==> config.mk <==
export PLATFORM = sky130hd
export DESIGN_NAME = icache_ctrl
export DESIGN_NICKNAME = d
export VERILOG_FILES = /design/src/rtl/icache_pkg.sv /design/src/rtl/icache_tag_store.sv /design/src/rtl/icache_victim_rr.sv /design/src/rtl/icache_req_delay.sv /design/src/rtl/icache_ctrl.sv
export SDC_FILE = /design/constraint.sdc
export NUM_CORES = 1
export LEC_CHECK = 0
export BUFFER_PORTS_ARGS = -buffer_cell sky130_fd_sc_hd__buf_2
export CAP_MARGIN = 20
export CORE_UTILIZATION = 37
export DETAILED_ROUTE_END_ITERATION = 7
export HOLD_SLACK_MARGIN = 0.12
export MAX_ROUTING_LAYER = met4
export SYNTH_ARGS = -nofsm -noshare
export SYNTH_HDL_FRONTEND = slang
export SYNTH_SLANG_ARGS = --single-unit
export TNS_END_PERCENT = 30
==> constraint.sdc <==
create_clock -name clk -period 5.25 [get_ports clk]
set_input_delay 0.2625 -clock clk [delete_from_list [all_inputs] [get_ports clk]]
set_output_delay 0.2625 -clock clk [all_outputs]
set_load 0.02 [all_outputs]
==> src/rtl/icache_pkg.sv <==
package icache_pkg;

  typedef enum logic {
    LINE_INVALID = 1'b0,
    LINE_VALID   = 1'b1
  } line_state_e;

  localparam logic [1:0] RSP_KIND_FILL = 2'b01;

endpackage

==> src/rtl/icache_tag_store.sv <==
module icache_tag_store
  import icache_pkg::*;
#(
  parameter int SET_W  = 2,
  parameter int WAYS   = 2,
  parameter int TAG_W  = 12,
  parameter int LINE_W = 32,
  parameter int WAY_W  = 1
) (
  input  logic              clk,
  input  logic              rst_n,
  // lookup for the fetch port
  input  logic [SET_W-1:0]  a_set,
  input  logic [TAG_W-1:0]  a_tag,
  output logic              a_hit,
  output logic [LINE_W-1:0] a_data,
  // lookup for the response port
  input  logic [SET_W-1:0]  b_set,
  input  logic [TAG_W-1:0]  b_tag,
  output logic              b_present,
  output logic [WAY_W-1:0]  b_way,
  output logic              b_free,
  output logic [WAY_W-1:0]  b_free_way,
  // install
  input  logic              wr_en,
  input  logic [SET_W-1:0]  wr_set,
  input  logic [WAY_W-1:0]  wr_way,
  input  logic [TAG_W-1:0]  wr_tag,
  input  logic [LINE_W-1:0] wr_data,
  // invalidate
  input  logic              inv_en,
  input  logic [SET_W-1:0]  inv_set,
  input  logic [WAY_W-1:0]  inv_way
);

  localparam int SETS = 1 << SET_W;

  line_state_e       st_q   [SETS][WAYS];
  line_state_e       st_d   [SETS][WAYS];
  logic [TAG_W-1:0]  tag_q  [SETS][WAYS];
  logic [LINE_W-1:0] data_q [SETS][WAYS];

  // fetch-side lookup
  always_comb begin
    a_hit  = 1'b0;
    a_data = '0;
    for (int w = 0; w < WAYS; w++) begin
      if (st_q[a_set][w] == LINE_VALID && tag_q[a_set][w] == a_tag) begin
        a_hit  = 1'b1;
        a_data = data_q[a_set][w];
      end
    end
  end

  // response-side lookup: presence and lowest free way
  always_comb begin
    b_present  = 1'b0;
    b_way      = '0;
    b_free     = 1'b0;
    b_free_way = '0;
    for (int w = WAYS - 1; w >= 0; w--) begin
      if (st_q[b_set][w] == LINE_VALID && tag_q[b_set][w] == b_tag) begin
        b_present = 1'b1;
        b_way     = WAY_W'(w);
      end
      if (st_q[b_set][w] == LINE_INVALID) begin
        b_free     = 1'b1;
        b_free_way = WAY_W'(w);
      end
    end
  end

  // next state of the line states
  always_comb begin
    for (int s = 0; s < SETS; s++) begin
      for (int w = 0; w < WAYS; w++) begin
        st_d[s][w] = st_q[s][w];
        if (wr_en && wr_set == SET_W'(s) && wr_way == WAY_W'(w)) begin
          st_d[s][w] = LINE_VALID;
        end else if (inv_en && inv_set == SET_W'(s) && inv_way == WAY_W'(w)) begin
          st_d[s][w] = LINE_INVALID;
        end
      end
    end
  end

  always_ff @(posedge clk or negedge rst_n) begin
    if (!rst_n) begin
      for (int s = 0; s < SETS; s++) begin
        for (int w = 0; w < WAYS; w++) begin
          st_q[s][w] <= LINE_INVALID;
        end
      end
    end else begin
      st_q <= st_d;
    end
  end

  // tag and data arrays: written only on install, not reset
  always_ff @(posedge clk) begin
    if (wr_en) begin
      tag_q[wr_set][wr_way]  <= wr_tag;
      data_q[wr_set][wr_way] <= wr_data;
    end
  end

endmodule

==> src/rtl/icache_victim_rr.sv <==
module icache_victim_rr #(
  parameter int SET_W = 2,
  parameter int WAYS  = 2,
  parameter int WAY_W = 1
) (
  input  logic             clk,
  input  logic             rst_n,
  input  logic [SET_W-1:0] sel_set,
  input  logic             adv_en,
  output logic [WAY_W-1:0] cur_way
);

  localparam int SETS = 1 << SET_W;

  logic [WAY_W-1:0] ptr_q [SETS];
  logic [WAY_W-1:0] ptr_d [SETS];

  assign cur_way = ptr_q[sel_set];

  always_comb begin
    for (int s = 0; s < SETS; s++) begin
      ptr_d[s] = ptr_q[s];
      if (adv_en && sel_set == SET_W'(s)) begin
        ptr_d[s] = (ptr_q[s] == WAY_W'(WAYS - 1)) ? '0 : ptr_q[s] + 1'b1;
      end
    end
  end

  always_ff @(posedge clk or negedge rst_n) begin
    if (!rst_n) begin
      for (int s = 0; s < SETS; s++) begin
        ptr_q[s] <= '0;
      end
    end else begin
      ptr_q <= ptr_d;
    end
  end

endmodule

==> src/rtl/icache_req_delay.sv <==
module icache_req_delay #(
  parameter int LAT   = 80,
  parameter int PAY_W = 18
) (
  input  logic             clk,
  input  logic             rst_n,
  input  logic             in_valid,
  input  logic [PAY_W-1:0] in_pay,
  output logic             out_valid,
  output logic [PAY_W-1:0] out_pay
);

  for (genvar k = 0; k < LAT; k++) begin : g_stage
    logic             stg_v;
    logic [PAY_W-1:0] stg_p;
    logic             src_v;
    logic [PAY_W-1:0] src_p;

    if (k == 0) begin : g_head
      assign src_v = in_valid;
      assign src_p = in_pay;
    end else begin : g_body
      assign src_v = g_stage[k-1].stg_v;
      assign src_p = g_stage[k-1].stg_p;
    end

    always_ff @(posedge clk or negedge rst_n) begin
      if (!rst_n) stg_v <= 1'b0;
      else        stg_v <= src_v;
    end

    always_ff @(posedge clk) begin
      if (src_v) stg_p <= src_p;
    end
  end

  always_ff @(posedge clk or negedge rst_n) begin
    if (!rst_n) out_valid <= 1'b0;
    else        out_valid <= g_stage[LAT-1].stg_v;
  end

  always_ff @(posedge clk) begin
    if (g_stage[LAT-1].stg_v) out_pay <= g_stage[LAT-1].stg_p;
  end

endmodule

==> src/rtl/icache_ctrl.sv <==
module icache_ctrl
  import icache_pkg::*;
#(
  parameter int ADDR_W  = 16,
  parameter int OFFS_W  = 2,
  parameter int SET_W   = 2,
  parameter int WAYS    = 2,
  parameter int LINE_W  = 32,
  parameter int BANK_W  = 2,
  parameter int REQ_LAT = 80
) (
  input  logic              clk,
  input  logic              rst_n,
  input  logic              fetch_valid,
  output logic              fetch_ready,
  input  logic [ADDR_W-1:0] fetch_addr,
  output logic              ret_valid,
  output logic [ADDR_W-1:0] ret_addr,
  output logic [LINE_W-1:0] ret_line,
  output logic              req_valid,
  output logic [ADDR_W-1:0] req_addr,
  output logic [BANK_W-1:0] req_bank,
  input  logic              rsp_valid,
  output logic              rsp_ready,
  input  logic [1:0]        rsp_kind,
  input  logic [ADDR_W-1:0] rsp_addr,
  input  logic [LINE_W-1:0] rsp_line,
  output logic              rsp_err
);

  localparam int TAG_W = ADDR_W - OFFS_W - SET_W;
  localparam int WAY_W = (WAYS > 1) ? $clog2(WAYS) : 1;
  localparam int PAY_W = ADDR_W + BANK_W;

  // address fields
  logic [SET_W-1:0]  f_set, r_set;
  logic [TAG_W-1:0]  f_tag, r_tag;
  logic [ADDR_W-1:0] f_line_addr, r_line_addr;

  assign f_set       = fetch_addr[OFFS_W +: SET_W];
  assign f_tag       = fetch_addr[ADDR_W-1 -: TAG_W];
  assign r_set       = rsp_addr[OFFS_W +: SET_W];
  assign r_tag       = rsp_addr[ADDR_W-1 -: TAG_W];
  assign f_line_addr = {fetch_addr[ADDR_W-1:OFFS_W], {OFFS_W{1'b0}}};
  assign r_line_addr = {rsp_addr[ADDR_W-1:OFFS_W], {OFFS_W{1'b0}}};

  // array lookups
  logic              a_hit;
  logic [LINE_W-1:0] a_data;
  logic              b_present, b_free;
  logic [WAY_W-1:0]  b_way, b_free_way;
  logic [WAY_W-1:0]  victim_way;

  // control decisions
  logic              is_fill;
  logic              do_install;
  logic              do_evict;
  logic              fetch_go;
  logic              miss_go;
  logic [WAY_W-1:0]  install_way;

  always_comb begin
    is_fill     = (rsp_kind == RSP_KIND_FILL);
    do_install  = rsp_valid && is_fill && (b_present || b_free);
    do_evict    = rsp_valid && is_fill && !b_present && !b_free;
    install_way = b_present ? b_way : b_free_way;
    rsp_ready   = !is_fill || b_present || b_free;
    fetch_ready = !do_install;
    fetch_go    = fetch_valid && fetch_ready;
    miss_go     = fetch_go && !a_hit;
  end

  icache_tag_store #(
    .SET_W  (SET_W),
    .WAYS   (WAYS),
    .TAG_W  (TAG_W),
    .LINE_W (LINE_W),
    .WAY_W  (WAY_W)
  ) u_store (
    .clk        (clk),
    .rst_n      (rst_n),
    .a_set      (f_set),
    .a_tag      (f_tag),
    .a_hit      (a_hit),
    .a_data     (a_data),
    .b_set      (r_set),
    .b_tag      (r_tag),
    .b_present  (b_present),
    .b_way      (b_way),
    .b_free     (b_free),
    .b_free_way (b_free_way),
    .wr_en      (do_install),
    .wr_set     (r_set),
    .wr_way     (install_way),
    .wr_tag     (r_tag),
    .wr_data    (rsp_line),
    .inv_en     (do_evict),
    .inv_set    (r_set),
    .inv_way    (victim_way)
  );

  icache_victim_rr #(
    .SET_W (SET_W),
    .WAYS  (WAYS),
    .WAY_W (WAY_W)
  ) u_victim (
    .clk     (clk),
    .rst_n   (rst_n),
    .sel_set (r_set),
    .adv_en  (do_evict),
    .cur_way (victim_way)
  );

  // miss request transport
  logic [PAY_W-1:0] miss_pay, out_pay;

  assign miss_pay = {f_line_addr[OFFS_W +: BANK_W], f_line_addr};

  icache_req_delay #(
    .LAT   (REQ_LAT),
    .PAY_W (PAY_W)
  ) u_delay (
    .clk       (clk),
    .rst_n     (rst_n),
    .in_valid  (miss_go),
    .in_pay    (miss_pay),
    .out_valid (req_valid),
    .out_pay   (out_pay)
  );

  assign req_addr = out_pay[ADDR_W-1:0];
  assign req_bank = out_pay[PAY_W-1 -: BANK_W];

  // core return and error flag: next state
  logic              ret_valid_d;
  logic [ADDR_W-1:0] ret_addr_d;
  logic [LINE_W-1:0] ret_line_d;
  logic              rsp_err_d;

  always_comb begin
    ret_valid_d = do_install || (fetch_go && a_hit);
    ret_addr_d  = do_install ? r_line_addr : f_line_addr;
    ret_line_d  = do_install ? rsp_line : a_data;
    rsp_err_d   = rsp_valid && !is_fill;
  end

  always_ff @(posedge clk or negedge rst_n) begin
    if (!rst_n) begin
      ret_valid <= 1'b0;
      rsp_err   <= 1'b0;
    end else begin
      ret_valid <= ret_valid_d;
      rsp_err   <= rsp_err_d;
    end
  end

  always_ff @(posedge clk) begin
    if (ret_valid_d) begin
      ret_addr <= ret_addr_d;
      ret_line <= ret_line_d;
    end
  end

endmodule

==> flow_summary.rst, run 1 <==
.. list-table::
   :header-rows: 1

   * - Metric
     - Value
   * - Worst Setup Path Type
     - in2out
   * - Clock insertion delay at the later pin of the skew report
     - 0.77 ns
   * - Num CTS Buffers
     - 157
   * - Total count of max-transition violations in the final report
     - 0
   * - Part of the Yosys area used for sequential elements
     - 0.905
   * - Antenna violations before repair
     - 5
   * - DRC violation count after routing
     - 0
   * - Async set-or-reset flop fraction in the synthesized netlist
     - 0.0584
   * - Post-Syn Area per Cell
     - 25.4 sq um
   * - Final HPWL DP
     - 46600 microns
   * - Initial DRT Pass Iterations
     - 5
   * - Starting density of the core
     - 0.372
   * - Count of H-tree levels built during CTS
     - 4
   * - CTS Hold Buffers Added
     - 62
   * - DRC marker count from the first detailed-route iteration
     - 1349
   * - Commonest cells post-synth
     - edfxtp_1, mux4_2, dfrtp_1
   * - Placement Rows
     - 139
   * - Final hold violation count
     - 0
   * - Worst relative slew slack
     - 0.286
   * - Critical R2R Launch
     - u_store.tag_q[3][13]
   * - Total congestion overflow after global routing
     - 0
   * - Largest net degree at the start of global routing
     - 65
   * - Endpoint arrival time on the critical path
     - 3.92 ns
   * - Standard cell with the maximum stage delay on the critical path
     - buf_2
   * - Amount of wire on met3 after detailed routing
     - 4790 microns
   * - Maximum operating frequency
     - 0.239 GHz
   * - Worst Path Max Fanout
     - 39
   * - CTS Buffer Depth
     - 3
   * - Average via count per standard cell
     - 4.60
   * - Synth warn
     - 0
   * - Post-CTS setup buffers
     - 0
   * - Result of the run
     - finished, final reports clean
   * - Post-layout min period
     - 4.18 ns
   * - Number of instances in the synthesized netlist
     - 2107
   * - Setup crit start kind
     - input port
   * - Final setup TNS
     - 0 ns
   * - Cell chain of the critical path
     - buf_2, buf_4, mux2i_1, xnor2_1, a2111oi_0, a21oi_1, nor4_4, o21ai_4, buf_4, buf_2
   * - Cell area after synthesis
     - 0.0534 sq mm
   * - Global-route usage over all layers
     - 0.116
   * - Remaining antenna violation count
     - 0
   * - Number of clock sinks
     - 1627
   * - Y dimension of the die
     - 382 microns
   * - Final clock skew
     - 0.0460 ns
   * - Hold Slack
     - 0.200 ns
   * - Clock tree from TritonCTS
     - done
   * - Count of state elements after synthesis
     - 1627
   * - Number of flops mapped to enable cells by yosys
     - 1532
   * - Nets@finish
     - 2497
   * - Highest metal layer with signal wires
     - met4
   * - Die W
     - 382 microns
   * - Cell taking the most area after synthesis
     - edfxtp_1
   * - Most used standard cell by instance count after synthesis
     - edfxtp_1
   * - Core Footprint
     - 0.143 sq mm
   * - P per Cell Area
     - 429 mW/mm^2
   * - Fraction of final layout cells with drive strength greater than 1
     - 0.201
   * - WP data required
     - 4.99 ns
   * - Clock input transition at the sequential cells of the worst setup and hold paths
     - 0.06 ns
   * - Number of I/O port buffers
     - 132
   * - Share of Yosys cell area claimed by the top area cell type
     - 0.861
   * - Critical Path End Type
     - primary output
   * - Global-route wire length before repair
     - 126000 microns
   * - Area added between synthesis and finish
     - 16.8%
   * - WL met1
     - 32800 microns
   * - # setup viols final
     - 0
   * - Dominant synthesized flop cell
     - edfxtp_1
   * - Total Wirelength
     - 81200 microns
   * - Global placement routability congestion
     - 0.770
   * - Buffer type at the clock tree root
     - clkbuf_16
   * - Worst setup slack for register-to-register paths
     - 1.67 ns
   * - Number of different library cells in the post-synthesis netlist
     - 52
   * - Stage delay of the slowest cell on the critical path
     - 0.78 ns
   * - R2r worst-path depth
     - 7
   * - Reg-to-Reg End
     - ret_line[21]
   * - Leakage
     - 19.0 nW
   * - Met2 WL
     - 41600 microns
   * - Slew of the pin with the lowest slew margin
     - 1.07 ns
   * - Top cells by area, synth
     - edfxtp_1, dfrtp_1, mux4_2
   * - Post-cts gate resize count
     - 0
   * - Detail-routed net length per standard cell
     - 18.2 microns
   * - Via count
     - 20.5k
   * - Peak ir drop on the vdd network
     - 0.313 mV
   * - Unrepaired setup endpoints after global routing
     - false
   * - Hold/Removal Path Class
     - in2async
   * - Final Cycle Share
     - 0.796
   * - Floorplan die area
     - 0.146 sq mm
   * - Vias in the first global route
     - 22.0k
   * - Number of primary I/O pins
     - 141
   * - Max-cap viol count
     - 0
==> worst max-delay path by stage <==
| stage | start | to | slack, ns | cells after the start |
|---|---|---|---|---|
| after floorplan | fetch_addr[3] | ret_addr[10] | 0.32 | 9 |
| after global placement | rsp_addr[3] | u_store.data_q[2][15] | 0.69 | 11 |
| after detailed placement | rsp_addr[3] | u_store.data_q[2][16] | 0.68 | 11 |
| after CTS | u_store.tag_q[0][18] | fetch_ready | 0.98 | 9 |
| after global routing | rsp_addr[3] | fetch_ready | 0.84 | 10 |
| final | rsp_addr[3] | fetch_ready | 1.07 | 10 |
==> worst max-delay path: cells and delay by family <==
kind            cells  cell delay, ns
xor+xnor            1            0.14
simple gates        1            0.11
buf+inv             4            2.15
mux                 1            0.24
compound gates      3            0.91
==> registers in the layout, indices dropped and copies added, names as in the netlist <==
signal / flops
u_delay.g_stage.stg_p: 1106
u_store.data_q: 256
u_store.tag_q: 96
u_delay.g_stage.stg_v: 79
ret_line: 32
ret_addr: 14
u_delay.g_stage.src_p: 14
u_delay.out_pay: 14
u_store.st_q: 8
u_victim.ptr_q: 4
ret_valid: 1
rsp_err: 1
u_delay.g_stage.src_v: 1
u_delay.out_valid: 1
==> layout by cell type, fill, tap and decap left out, drive strengths merged, types with 24 or more instances in the layout <==
cell type and instances:
buf 151, nand2 38, mux4 104, dlygate4sd3 62, clkinv 61, o21ai 43, clkbuf 216, edfxtp 1532
nand2b 32, dfrtp 95, mux2 49, xnor2 43, mux2i 24
==> layout make-up <==
class / instances / area, sq um
fillers: 11979 / 81000
flip-flops and latches: 1627 / 48400
multi-input cells: 422 / 4800
clock buffers: 216 / 4340
well taps: 1903 / 2380
repair buffers: 213 / 1540
clock inverters: 77 / 958
inverters: 6 / 22.5
diodes: 4 / 10.0
==> cells by family after synthesis <==
family	count (synthesis)	synth area share
flip-flops	1627	0.905
multiplexers	177	0.0591
other	1	0.0000702
buffers and inverters	61	0.00656
AO/OA/AOI/OAI	74	0.00899
AND/OR/NAND/NOR	118	0.0118
XOR/XNOR	49	0.00803
==> metrics by stage <==
| stage | std cells | setup slack (ns) | power, mW | cell area (sq um) | utilization |
|---|---|---|---|---|---|
| 3_3_place_gp | 4109 | 0.693 | 15.8 | 56500 | 0.394 |
| 6_report | 4468 | 1.07 | 26.8 | 62400 | 0.435 |
| 2_1_floorplan | 2110 | 0.316 | 15.5 | 53500 | - |
| 5_1_grt | 4468 | 0.835 | 27.7 | 62400 | 0.435 |
| 3_5_place_dp | 4109 | 0.678 | 15.9 | 56500 | 0.394 |
| 4_1_cts | 4464 | 0.977 | 27.1 | 62400 | 0.435 |
==> report_power, final <==
group          total (mW)  internal (mW)  switching [mW]  leakage [nW]
logic               0.687          0.278           0.409          2.44
registers            15.0           14.7           0.278          14.0
clock network        11.1           6.43            4.69          2.58
total                26.8           21.4            5.38          19.0
==> per-layer routing <==
layer  track usage  vias to the layer above
met5             -                        -
met4        0.0404                        0
met3        0.0294                      160
met2         0.192                      492
met1         0.138                    10668
li1              -                     9218
Note: power is estimated with default switching activity, not from simulation.
==> run 2, diff against run 1 <==
==> constraint.sdc (replaced) <==
create_clock -name clk -period 4.1 [get_ports clk]
set_input_delay 0.205 -clock clk [delete_from_list [all_inputs] [get_ports clk]]
set_output_delay 0.205 -clock clk [all_outputs]
set_load 0.02 [all_outputs]
==> run 2 against run 1 <==
Effect of this change:
- cell count rose by 0.29%
- non-clock buffer count up 16
- global-route usage is 0.13 points higher
- clock skew barely moved
- largest power group unchanged
- clock power is 30% higher
- design area is 0.40% higher
- first-iteration DRC count about the same
- critical path type is now reg2out
- sequential share of layout area shrank 0.31 points
==> flow_summary.rst, run 2 (synthesis gave the netlist of run 1 again) <==
.. list-table::
   :header-rows: 1

   * - Metric
     - Value
   * - Result of the run
     - finished, final reports clean
   * - Total congestion overflow after global routing
     - 0 (unchanged)
   * - Count of H-tree levels built during CTS
     - 4 (unchanged)
   * - WP data required
     - 3.89 ns (-1.10 ns)
   * - Peak ir drop on the vdd network
     - 0.543 mV (+74%)
   * - Placement Rows
     - 139 (unchanged)
   * - Amount of wire on met3 after detailed routing
     - 4120 microns (-14%)
   * - Final HPWL DP
     - 47100 microns (+1.1%)
   * - Worst relative slew slack
     - 0.367 (+0.0804)
   * - Clock tree from TritonCTS
     - done
   * - FILL cells
     - 11.9k (-0.38%)
   * - Vias in the first global route
     - 21.7k (-0.98%)
   * - Buffer type at the clock tree root
     - clkbuf_16
   * - Register with the most flip-flops
     - u_delay.g_stage.stg_p
   * - WL met1
     - 34300 microns (+4.6%)
   * - Cell count of the worst hold path
     - 2
   * - Detail-routed net length per standard cell
     - 18.2 microns (+0.23%)
   * - Post-layout min period
     - 3.52 ns
   * - Via count
     - 20.5k (unchanged)
   * - Number of primary I/O pins
     - 141 (unchanged)
   * - Global-route wire length before repair
     - 127000 microns (+0.50%)
   * - Floorplan die area
     - 0.146 sq mm (unchanged)
   * - Setup crit start kind
     - flop
   * - Most frequent standard cell in the layout excluding fill and tap cells
     - edfxtp_1
   * - Unrepaired setup endpoints after global routing
     - false
   * - P per Cell Area
     - 550 mW/mm^2 (+28%)
   * - Average via count per standard cell
     - 4.58 (-0.29%)
   * - Antenna violations before repair
     - 3 (-2)
   * - Number of I/O port buffers
     - 132 (unchanged)
   * - Largest net degree at the start of global routing
     - 65 (unchanged)
   * - Final Cycle Share
     - 0.857
   * - Total area of sequential cells
     - 0.0484 sq mm (unchanged)
   * - Final clock skew
     - 0.0461 ns (+0.000143 ns)
   * - Highest metal layer with signal wires
     - met4
   * - Placement Cell Area
     - 0.0567 sq mm (+0.28%)
   * - Clock input transition at the sequential cells of the worst setup and hold paths
     - 0.06 ns (about the same)
   * - Hold/Removal Path Class
     - in2reg
   * - Global placement routability congestion
     - 0.775 (+0.61%)
   * - Post-CTS setup buffers
     - 0 (unchanged)
   * - Maximum operating frequency
     - 0.284 GHz
   * - Total non-filler cell area in the finished layout
     - 0.0627 sq mm (+0.40%)
   * - Fraction of final layout cells with drive strength greater than 1
     - 0.207 (+0.00620)
   * - Starting density of the core
     - 0.372 (unchanged)
   * - Global-route usage over all layers
     - 0.117 (+0.00132)
   * - Hold Slack
     - 0.246 ns (+0.0455 ns)
   * - Final setup TNS
     - 0 ns (unchanged)
   * - Max-cap viol count
     - 0 (unchanged)
   * - Core Footprint
     - 0.143 sq mm (unchanged)
   * - Met2 WL
     - 41200 microns (-1.1%)
   * - Multi-input gate area
     - 0.00480 sq mm (unchanged)
   * - DRC violation count after routing
     - 0 (unchanged)
   * - Die W
     - 382 microns (unchanged)
   * - Y dimension of the die
     - 382 microns (unchanged)
   * - Remaining antenna violation count
     - 0 (unchanged)
   * - Number of clock sinks
     - 1627 (unchanged)
   * - Endpoint arrival time on the critical path
     - 3.31 ns (-0.61 ns)
   * - Worst Setup Path Type
     - reg2out
   * - Num CTS Buffers
     - 156 (-0.64%)
   * - Total Wirelength
     - 81600 microns (+0.52%)
   * - Worst Path Max Fanout
     - 15 (-62%)
   * - CTS Buffer Depth
     - 3 (unchanged)
   * - # setup viols final
     - 0 (unchanged)
   * - R2r worst-path depth
     - 8 (+1)
   * - Clock insertion delay at the later pin of the skew report
     - 0.76 ns (about the same)
   * - DRC marker count from the first detailed-route iteration
     - 1350 (+0.074%)
   * - Registers with the most flip-flops
     - u_delay.g_stage.stg_p (1106), u_store.data_q (256), u_store.tag_q (96)
   * - Nets@finish
     - 2512 (+0.60%)
   * - Final hold violation count
     - 0 (unchanged)
   * - Area added between synthesis and finish
     - 17.3%
   * - Max FFs per register
     - 1106 (unchanged)
   * - Most frequent cells in the layout
     - edfxtp_1, clkbuf_16, buf_2, mux4_2, dfrtp_1
   * - Leakage
     - 19.1 nW (+0.58%)
   * - Total count of max-transition violations in the final report
     - 0 (unchanged)
   * - Worst setup slack for register-to-register paths
     - 1.02 ns (-0.65 ns)
   * - Critical Path End Type
     - primary output
   * - Initial DRT Pass Iterations
     - 5 (unchanged)
   * - Slew of the pin with the lowest slew margin
     - 0.950 ns (-0.121 ns)
## run 2: repair_timing
item | 4_1_cts | 5_1_grt
hold buffers | 65 | 0
endpoints found under the hold margin | 512 | 0
resized for setup | 0 | 0
## run 2: worst paths after layout
path                                                     end                    startpoint
worst max-delay path                             fetch_ready           u_store.tag_q[3][1]
worst min-delay path                   u_store.data_q[3][38]                   rsp_line[6]
worst max register to register         u_store.data_q[3][51]          u_store.tag_q[3][23]
worst min register to register  u_delay.g_stage[73].stg_p[3]  u_delay.g_stage[72].stg_p[3]
max in group asynchronous          u_delay.g_stage[25].stg_v                         rst_n
min in group asynchronous          u_delay.g_stage[50].stg_v                         rst_n
## run 2: cell type report
cell class	instances	area share
multi-input cells	422	0.0766
well taps	1903	0.0380
inverters	6	0.000359
clock inverters	87	0.0182
flip-flops and latches	1627	0.772
clock buffers	205	0.0671
repair buffers	229	0.0278
diodes	2	0.0000798
## run 2: report_power, final
part           leakage (nW)  internal [mW]  switching, mW
Combinational          2.55          0.382          0.527
Clock                  2.58           8.33           6.07
Sequential             14.0           18.8          0.363
Total                  19.1           27.5           6.96
## run 2: metrics by stage
stage	worst slack [ns]	instances	power (mW)	utilization
5_1_grt	0.343	4481	35.7	0.437
3_3_place_gp	0.399	4122	20.3	0.395
4_1_cts	0.472	4479	34.9	0.437
3_5_place_dp	0.370	4122	20.4	0.395
6_report	0.585	4481	34.5	0.437
2_1_floorplan	-0.284	2110	19.9	-
## run 2: metal layers
| layer | up-vias | global-route usage |
|---|---|---|
| li1 | 9221 | - |
| met1 | 10660 | 0.147 |
| met2 | 496 | 0.190 |
| met3 | 161 | 0.0257 |
| met4 | 0 | 0.0399 |
| met5 | - | - |
## run 2: worst max-delay path, stage by stage, from the launching register on
cell and delay [ns]:
edfxtp_1 0.38, mux4_2 0.49, xnor2_1 0.28, nand4_1 0.19
nor4_4 0.48, o21ai_4 0.29, buf_12 0.25, buf_2 0.16
==> run 3, diff against run 2 <==
==> constraint.sdc (replaced) <==
create_clock -name clk -period 2.95 [get_ports clk]
set_input_delay 0.1475 -clock clk [delete_from_list [all_inputs] [get_ports clk]]
set_output_delay 0.1475 -clock clk [all_outputs]
set_load 0.02 [all_outputs]
==> run 3 against run 2 <==
Effect of this change:
- the flow now finishes with violations (negative setup slack)
- sequential cell count unchanged
- count of clock-buffer cells in the layout is 4 higher
- combinational power grew 56%
- clock power is 34% higher
- worst setup slack worse by 0.63 ns
- critical path type unchanged
- critical endpoint unchanged
- largest cell class unchanged
- largest power group unchanged
==> flow_summary.rst, run 3 (synthesis gave the netlist of run 1 again) <==
.. list-table::
   :header-rows: 1

   * - Metric
     - Value
   * - Area added between synthesis and finish
     - 18.0%
   * - Cell count of the worst hold path
     - 4 (+2)
   * - Unrepaired setup endpoints after global routing
     - true
   * - Placement Cell Area
     - 0.0571 sq mm (+0.75%)
   * - Psw
     - 9.55 mW (+37%)
   * - Y dimension of the die
     - 382 microns (unchanged)
   * - Total count of max-transition violations in the final report
     - 0 (unchanged)
   * - Critical R2R Launch
     - u_store.tag_q[2][23]
   * - Register with the most flip-flops
     - u_delay.g_stage.stg_p
   * - Hold/Removal Path Class
     - in2reg
   * - Register share of total power
     - 0.562 (+0.006)
   * - Worst relative slew slack
     - 0.322 (-0.0448)
   * - CTS Buffer Depth
     - 3 (unchanged)
   * - Violations in the final reports
     - negative setup slack
   * - Global-route usage over all layers
     - 0.118 (+0.000189)
   * - Fraction of final layout cells with drive strength greater than 1
     - 0.224 (+0.0164)
   * - Clock insertion delay at the later pin of the skew report
     - 0.75 ns (about the same)
   * - Max-cap viol count
     - 0 (unchanged)
   * - Detail-routed net length per standard cell
     - 18.2 microns (about the same)
   * - Number of primary I/O pins
     - 141 (unchanged)
   * - Maximum operating frequency
     - 0.334 GHz
   * - Via count
     - 20.9k (+1.5%)
   * - Registers with the most flip-flops
     - u_delay.g_stage.stg_p (1106), u_store.data_q (256), u_store.tag_q (96)
   * - Buffer type at the clock tree root
     - clkbuf_16
   * - Result of the run
     - finished, violations left
   * - Average via count per standard cell
     - 4.61 (+0.50%)
   * - Internal power
     - 37.8 mW (+37%)
   * - Post-layout min period
     - 3.00 ns
   * - Part of the power in combinational logic
     - 0.030 (+0.004)
   * - Leakage
     - 19.4 nW (+1.2%)
   * - Total congestion overflow after global routing
     - 0 (unchanged)
   * - Global-route wire length before repair
     - 128000 microns (+0.93%)
   * - Slew of the pin with the lowest slew margin
     - 1.02 ns (+0.0672 ns)
   * - Overall power
     - 47.4 mW (+37%)
   * - Worst setup slack for register-to-register paths
     - 0.11 ns (-0.91 ns)
   * - Core Footprint
     - 0.143 sq mm (unchanged)
   * - Count of H-tree levels built during CTS
     - 4 (unchanged)
   * - Reg-to-Reg End
     - ret_line[30]
   * - Number of clock sinks
     - 1627 (unchanged)
   * - Antenna violations before repair
     - 5 (+2)
   * - Number of I/O port buffers
     - 132 (unchanged)
   * - Worst Setup Path Type
     - reg2out
   * - Initial DRT Pass Iterations
     - 5 (unchanged)
   * - Peak ir drop on the vdd network
     - 0.588 mV (+8.3%)
   * - Placement Rows
     - 139 (unchanged)
   * - # setup viols final
     - 2 (+2)
   * - Die W
     - 382 microns (unchanged)
   * - Num CTS Buffers
     - 155 (-0.64%)
   * - Total non-filler cell area in the finished layout
     - 0.0631 sq mm (+0.58%)
   * - Remaining antenna violation count
     - 0 (unchanged)
   * - Max FFs per register
     - 1106 (unchanged)
   * - Largest net degree at the start of global routing
     - 66 (+1.5%)
   * - Clock tree from TritonCTS
     - done
   * - Share of total power consumed by net switching
     - 0.202 (-0.000356)
   * - Clock input transition at the sequential cells of the worst setup and hold paths
     - 0.06 ns (about the same)
   * - Endpoint arrival time on the critical path
     - 2.85 ns (-0.46 ns)
   * - Total Wirelength
     - 82400 microns (+0.98%)
   * - DRC marker count from the first detailed-route iteration
     - 1509 (+12%)
   * - Global placement routability congestion
     - 0.806 (+4.0%)
   * - Vias in the first global route
     - 22.0k (+1.3%)
   * - Worst Path Max Fanout
     - 2 (-13)
   * - Starting density of the core
     - 0.372 (unchanged)
   * - P per Cell Area
     - 751 mW/mm^2 (+37%)
   * - Floorplan die area
     - 0.146 sq mm (unchanged)
   * - Setup WS post-layout
     - -0.0454 ns (-0.630 ns)
   * - Final HPWL DP
     - 48900 microns (+3.7%)
   * - Final clock skew
     - 0.0414 ns (-0.00470 ns)
   * - Most frequent standard cell in the layout excluding fill and tap cells
     - edfxtp_1
   * - End point of the most critical hold path
     - rsp_err
   * - Final Cycle Share
     - 1.02
   * - WP data required
     - 2.80 ns (-1.09 ns)
   * - Setup crit start kind
     - flop
   * - R2r worst-path depth
     - 8 (unchanged)
   * - Critical Path End Type
     - primary output
   * - Part of the total power dissipated in the clock network
     - 0.408 (-0.010)
   * - DRC violation count after routing
     - 0 (unchanged)
   * - Most frequent cells in the layout
     - edfxtp_1, clkbuf_16, buf_2, mux4_2, dfrtp_1
   * - Hold wc startpoint
     - rsp_kind[1]
   * - Nets@finish
     - 2558 (+1.8%)
   * - Final hold violation count
     - 0 (unchanged)
-- run 3: cell types whose count changed in the layout (fill, tap and decap cells not counted), sizes merged, moves of 2 or more --
| cell | before | now |
|---|---|---|
| buf | 165 | 211 |
| bufinv | 15 | 9 |
| clkbuf | 205 | 209 |
| inv | 10 | 13 |
| clkinv | 62 | 60 |
| clkinvlp | 6 | 4 |
| diode | 2 | 4 |
-- run 3: area by class of cell --
cell class                 instances  area (sq um)
multi-input combinational        422          4930
tap                             1903          2380
inverter                           6          22.5
sequential                      1627         48400
clock buffer                     209          4240
antenna                            4          10.0
timing repair buffer             276          2200
fill                           11885         80400
clock inverter                    80           887
-- run 3: worst max path at each step --
stage	slack [ns]	start	endpoint	cells past startpoint
global placement	-0.23	rsp_addr[3]	u_store.tag_q[1][13]	11
CTS	-0.09	u_store.tag_q[0][8]	fetch_ready	7
global route	-0.18	u_store.tag_q[0][2]	rsp_ready	9
detailed placement	-0.20	rsp_addr[3]	u_store.data_q[3][42]	11
floorplan	-0.26	fetch_addr[2]	ret_addr[10]	9
finish	-0.05	u_store.tag_q[3][21]	fetch_ready	8
-- run 3: per-layer routing --
layer  up-vias  GRT usage  part of all wire
met1     10835      0.148              0.42
met5         -          -                 0
met3       150     0.0262             0.056
met2       533      0.189              0.50
li1       9335          -                 -
met4         0     0.0390             0.023
-- run 3: worst max-delay path, cell delays in order (launching register included) --
cell	delay, ns
edfxtp_1	0.41
mux2i_1	0.25
o21ai_0	0.12
nor4b_1	0.33
o22ai_1	0.21
o31ai_4	0.35
o21ai_4	0.14
buf_8	0.15
buf_6	0.12
-- run 3: through the flow --
| stage | TNS [ns] | cells | utilization | hold slack, ns | setup WS, ns |
|---|---|---|---|---|---|
| 6_report | -0.0619 | 4527 | 0.439 | 0.209 | -0.0454 |
| 5_1_grt | -0.351 | 4527 | 0.439 | 0.189 | -0.184 |
| 4_1_cts | -0.163 | 4522 | 0.439 | 0.142 | -0.0883 |
| 3_5_place_dp | -47.87 | 4162 | 0.398 | 0.231 | -0.198 |
| 3_3_place_gp | -60.34 | 4162 | 0.398 | 0.227 | -0.227 |
| 2_1_floorplan | -25.69 | 2110 | - | -0.148 | -0.257 |
-- run 3: repair_timing --
item	CTS	global route
resized for setup	19	6
pin swaps	11	4
endpoints found under the setup margin	19	461
hold buffers	66	0
endpoints found under the hold margin	571	0
buffers inserted	5	1
-- run 3: power groups by stage --
stage	registers [mW]	logic [mW]	clock network, mW
3_3_place_gp	27.1	1.27	0
2_1_floorplan	27.0	0.714	0
4_1_cts	26.6	1.43	19.9
3_5_place_dp	27.1	1.30	0
6_report	26.6	1.42	19.3
5_1_grt	26.7	1.53	20.8
